File: src/rtl/rtc_guard_pkg.sv
package rtc_guard_pkg;
  typedef logic [2:0] reg_addr_t;
  localparam reg_addr_t ADDR_SECONDS = 3'd0;
  localparam reg_addr_t ADDR_MINUTES = 3'd1;
  localparam reg_addr_t ADDR_CONTROL = 3'd7;
  localparam int        FLAG_BIT     = 7;
endpackage

File: src/rtl/rtc_read_hold.sv
module rtc_read_hold #(
  parameter int WAIT_CYC = 8192,
  parameter int PEND_W   = 2
) (
  input  logic clk,
  input  logic rst_n,
  input  logic tick_1hz,
  input  logic slow_en,
  input  logic guard,
  output logic upd_strobe,
  output logic pend_nz,
  output logic wait_done
);
  localparam int CNT_W = $clog2(WAIT_CYC + 1);
  localparam logic [CNT_W-1:0]  CNT_MAX  = CNT_W'(WAIT_CYC);
  localparam logic [PEND_W-1:0] PEND_MAX = '1;

  logic [PEND_W-1:0] pend_q;
  logic [CNT_W-1:0]  wait_q;
  logic              release_w;

  assign pend_nz   = (pend_q != '0);
  assign wait_done = (wait_q == CNT_MAX);
  assign release_w = pend_nz && (!guard || wait_done);

  // pending-update counter: add ticks, subtract releases, saturate
  always_ff @(posedge clk or negedge rst_n) begin
    if (!rst_n) begin
      pend_q     <= '0;
      upd_strobe <= 1'b0;
    end else begin
      upd_strobe <= release_w;
      if (tick_1hz && !release_w) begin
        if (pend_q != PEND_MAX) pend_q <= pend_q + 1'b1;
      end else if (!tick_1hz && release_w) begin
        pend_q <= pend_q - 1'b1;
      end
    end
  end

  // bounded wait counter, running only while something is pending
  always_ff @(posedge clk or negedge rst_n) begin
    if (!rst_n) begin
      wait_q <= '0;
    end else if (!pend_nz) begin
      wait_q <= '0;
    end else if (slow_en && !wait_done) begin
      wait_q <= wait_q + 1'b1;
    end
  end
endmodule

File: src/rtl/rtc_run_timer.sv
module rtc_run_timer #(
  parameter int RUN_SECS = 4
) (
  input  logic clk,
  input  logic rst_n,
  input  logic tick_1hz,
  input  logic osc_running,
  output logic run_ok
);
  localparam int RUN_W = $clog2(RUN_SECS + 1);
  localparam logic [RUN_W-1:0] RUN_MAX = RUN_W'(RUN_SECS);

  logic [RUN_W-1:0] run_q;

  assign run_ok = (run_q == RUN_MAX);

  always_ff @(posedge clk or negedge rst_n) begin
    if (!rst_n) begin
      run_q <= '0;
    end else if (!osc_running) begin
      run_q <= '0;
    end else if (tick_1hz && !run_ok) begin
      run_q <= run_q + 1'b1;
    end
  end
endmodule

File: src/rtl/rtc_flag_regs.sv
module rtc_flag_regs
  import rtc_guard_pkg::*;
(
  input  logic      clk,
  input  logic      rst_n,
  input  logic      osc_running,
  input  logic      run_ok,
  input  logic      wr_en,
  input  reg_addr_t wr_addr,
  input  logic [7:0] wr_data,
  output logic      fail_flag,
  output logic      stop_bit,
  output logic      out_bit
);
  logic wr_fail, wr_stop, wr_ctrl;

  assign wr_fail = wr_en && (wr_addr == ADDR_MINUTES);
  assign wr_stop = wr_en && (wr_addr == ADDR_SECONDS);
  assign wr_ctrl = wr_en && (wr_addr == ADDR_CONTROL);

  always_ff @(posedge clk or negedge rst_n) begin
    if (!rst_n) begin
      fail_flag <= 1'b1;
      stop_bit  <= 1'b0;
      out_bit   <= 1'b1;
    end else begin
      if (wr_stop) stop_bit <= wr_data[FLAG_BIT];
      if (wr_ctrl) out_bit  <= wr_data[FLAG_BIT];
      if (!osc_running || stop_bit) begin
        fail_flag <= 1'b1;
      end else if (wr_fail) begin
        if (wr_data[FLAG_BIT])  fail_flag <= 1'b1;
        else if (run_ok)        fail_flag <= 1'b0;
      end
    end
  end
endmodule

File: src/rtl/rtc_update_guard.sv
module rtc_update_guard
  import rtc_guard_pkg::*;
#(
  parameter int WAIT_CYC = 8192,
  parameter int RUN_SECS = 4,
  parameter int PEND_W   = 2
) (
  input  logic       clk,
  input  logic       rst_n,
  input  logic       tick_1hz,
  input  logic       slow_en,
  input  logic       rd_active,
  input  logic [2:0] rd_addr,
  input  logic       osc_running,
  input  logic       wr_en,
  input  logic [2:0] wr_addr,
  input  logic [7:0] wr_data,
  output logic       upd_strobe,
  output logic       fail_flag,
  output logic       stop_bit,
  output logic       out_bit,
  output logic       out_pull_low
);
  logic guard, pend_nz, wait_done, run_ok;

  assign guard        = rd_active && (rd_addr != ADDR_CONTROL);
  assign out_pull_low = !out_bit;

  rtc_read_hold #(.WAIT_CYC(WAIT_CYC), .PEND_W(PEND_W)) u_hold (
    .clk(clk), .rst_n(rst_n), .tick_1hz(tick_1hz), .slow_en(slow_en),
    .guard(guard), .upd_strobe(upd_strobe), .pend_nz(pend_nz),
    .wait_done(wait_done)
  );

  rtc_run_timer #(.RUN_SECS(RUN_SECS)) u_run (
    .clk(clk), .rst_n(rst_n), .tick_1hz(tick_1hz),
    .osc_running(osc_running), .run_ok(run_ok)
  );

  rtc_flag_regs u_flags (
    .clk(clk), .rst_n(rst_n), .osc_running(osc_running), .run_ok(run_ok),
    .wr_en(wr_en), .wr_addr(wr_addr), .wr_data(wr_data),
    .fail_flag(fail_flag), .stop_bit(stop_bit), .out_bit(out_bit)
  );
endmodule

File: config.mk
export PLATFORM = sky130hd
export DESIGN_NAME = rtc_update_guard
export DESIGN_NICKNAME = d
export VERILOG_FILES = /design/src/rtl/rtc_guard_pkg.sv /design/src/rtl/rtc_read_hold.sv /design/src/rtl/rtc_run_timer.sv /design/src/rtl/rtc_flag_regs.sv /design/src/rtl/rtc_update_guard.sv
export SDC_FILE = /design/constraint.sdc
export NUM_CORES = 1
export LEC_CHECK = 0
export ABC_AREA = 1
export BUFFER_PORTS_ARGS = -buffer_cell sky130_fd_sc_hd__buf_2
export CAP_MARGIN = 20
export CORE_MARGIN = 2
export CORE_UTILIZATION = 43
export CTS_BUF_LIST = sky130_fd_sc_hd__clkbuf_4
export CTS_CLUSTER_DIAMETER = 100
export CTS_CLUSTER_SIZE = 8
export DETAILED_ROUTE_END_ITERATION = 8
export PLACE_DENSITY = 0.65
export SETUP_SLACK_MARGIN = 0.2
export SLEW_MARGIN = 5
export SYNTH_ARGS = -nofsm -noshare
export SYNTH_HDL_FRONTEND = slang
export SYNTH_HIERARCHICAL = 1
export SYNTH_SLANG_ARGS = --single-unit
File: constraint.sdc
create_clock -name clk -period 3.6 [get_ports clk]
set_clock_uncertainty 0.05 [all_clocks]
set_input_delay 0.54 -clock clk [delete_from_list [all_inputs] [get_ports clk]]
set_output_delay 0.54 -clock clk [all_outputs]
set_load 0.1 [all_outputs]
==> impl_metrics.toml <==
[place]
hpwlAfterDp_um = 2130
place.gp.congestion = 0.825
place_inst = 271
port_buffers = 18

[clock_network]
cts_buffers = 3
cts_tree = "done"
postCtsSetupBuffers = 0
cts-root-buf = "clkbuf_4"
cts_resized = 0
h-tree-depth = 1
clk_path_buf_depth = 2
ctsHoldBuffers = 0
clk_pin_slew_worst_paths_ns = 0.13
clock_sinks = 23
clk_latency_ns = 0.31

[timing]
drv_slew = 0
fin_crit_ns = 1.87
slew_headroom_pct = 65.6
fmax_mhz = 534
setup_viol = 0
tns_ns = 0
hold_viol_final = 0
rsz0062_at_grt = "no"
worstMarginPinSlew_ns = 0.516
period_share_pct = 52.0

[final_layout]
synthToLayoutAreaGrowth_pct = 12.0
final_cell_mix = "nand2_1, nor2_1, inv_1, dfrtp_1, buf_2"
fin_nets = 255
n_fill_cell = 344
antennaDiodeCount = 0
drive_gt1_share_pct = 14.4
final_cells = 275
layout_commonest_cell = "nand2_1"
finish.utilization_pct = 49.2

[critical_path]
reg2reg_from = "u_hold/pend_q[0]"
r2r_setup_slack_ns = 1.93
crit_chain = "buf_2"
worstSetupPathType = "reg2out"
max_stage_delay_ns = 0.56
path_max_fanout = 3
start_kind = "flip-flop"
critPathSlowestCell = "dfstp_2"
cpLargestDelayFamily = "flip-flops"
critPathArrivalTime_ns = 1.28
reg2regPathDepth = 6
path_buf_inv = 1
critPathCaptureType = "output pin"
r2r-end = "u_hold/wait_q[6]"
cp.required_ns = 3.01

[global_route]
first_global_vias = 1129
grt_pass1_wl_um = 4710
antenna_found_initial = 0
grt-ovfl-total = 0
grt_util_all_layers_pct = 16.7
grt_max_degree = 24

[floorplan]
die_y_um = 61.9
start_util_pct = 43.9
std_cell_rows = 21
dieArea_sq_um = 3830
die_w_um = 61.9
ios = 26
fp.coreArea_sq_um = 3280

[detailed_routing]
first_pass_iters = 4
drt_iter0_markers = 52
ant_nets = 0
via_per_inst = 4.77
drc = 0
drt_wl_total_um = 2850
wl_per_cell_um = 10.4
num_vias = 1312

[synthesis]
syn_area_sq_um = 1440
yosys_warnings = 6
syn_inst = 208
syn_avg_cell_area_sq_um = 6.94
syn-num-nets = 233

[run_status]
outcome = "completed"

[power_and_ir_drop]
totalPowerFinal_w = 0.000730
cellPowerDensity_nw_per_um2 = 452
irDropWorstVdd_mv = 0.173
p_leak_nw = 0.849

[job]
maxCapViolations = 0

[min_path]
hp-class = "in2async"
==> per-stage QoR <==
step	cell area, sq um	setup slack, ns	hold slack, ns
3_3_place_gp	1590	1.91	0.412
4_1_cts	1620	1.70	0.143
3_5_place_dp	1590	1.95	0.410
5_1_grt	1620	1.67	0.156
6_report	1620	1.73	0.130
2_1_floorplan	1440	1.63	0.194
==> sequential cells by signal, indices dropped and copies added, names as in the netlist <==
name,flops
u_flags/fail_flag,1
u_flags/out_bit,1
u_flags/stop_bit,1
u_hold/pend_q,2
u_hold/upd_strobe,1
u_hold/wait_q,14
u_run/run_q,3
==> routing by layer <==
layer / vias up / track usage [%] / share of wire (%)
met3: 4 / 2.48 / 3.0
met1: 585 / 21.4 / 51
li1: 702 / - / -
met4: 0 / 6.99 / 1.2
met5: - / 0 / 0
met2: 21 / 28.1 / 45
==> final cells by class <==
cell class / instances / area [sq um] / share of cell area [%]
Multi-Input combinational cell: 156 / 752 / 46.6
Sequential cell: 23 / 578 / 35.8
Tap cell: 46 / 57.6 / 3.56
Timing Repair Buffer: 18 / 90.1 / 5.58
Inverter: 28 / 108 / 6.66
Clock buffer: 4 / 30.0 / 1.86
==> worst max path at each step <==
stage | from | to | slack (ns) | cells past startpoint
6_report | u_flags/out_bit | out_bit | 1.73 | 1
5_1_grt | u_flags/out_bit | out_bit | 1.67 | 1
3_3_place_gp | u_hold/pend_q[0] | u_hold/wait_q[10] | 1.91 | 6
2_1_floorplan | u_flags/out_bit | out_pull_low | 1.63 | 1
3_5_place_dp | u_hold/pend_q[0] | u_hold/wait_q[9] | 1.95 | 6
4_1_cts | u_flags/out_bit | out_bit | 1.70 | 1
==> report_power, final <==
group	internal [W]	total [W]	switching, W	leakage, nW
sequential	0.000292	0.000322	0.0000303	0.305
combinational	0.0000654	0.000280	0.000215	0.525
clock	0.0000508	0.000128	0.0000769	0.0184
Note: power is estimated with default switching activity, not from simulation.
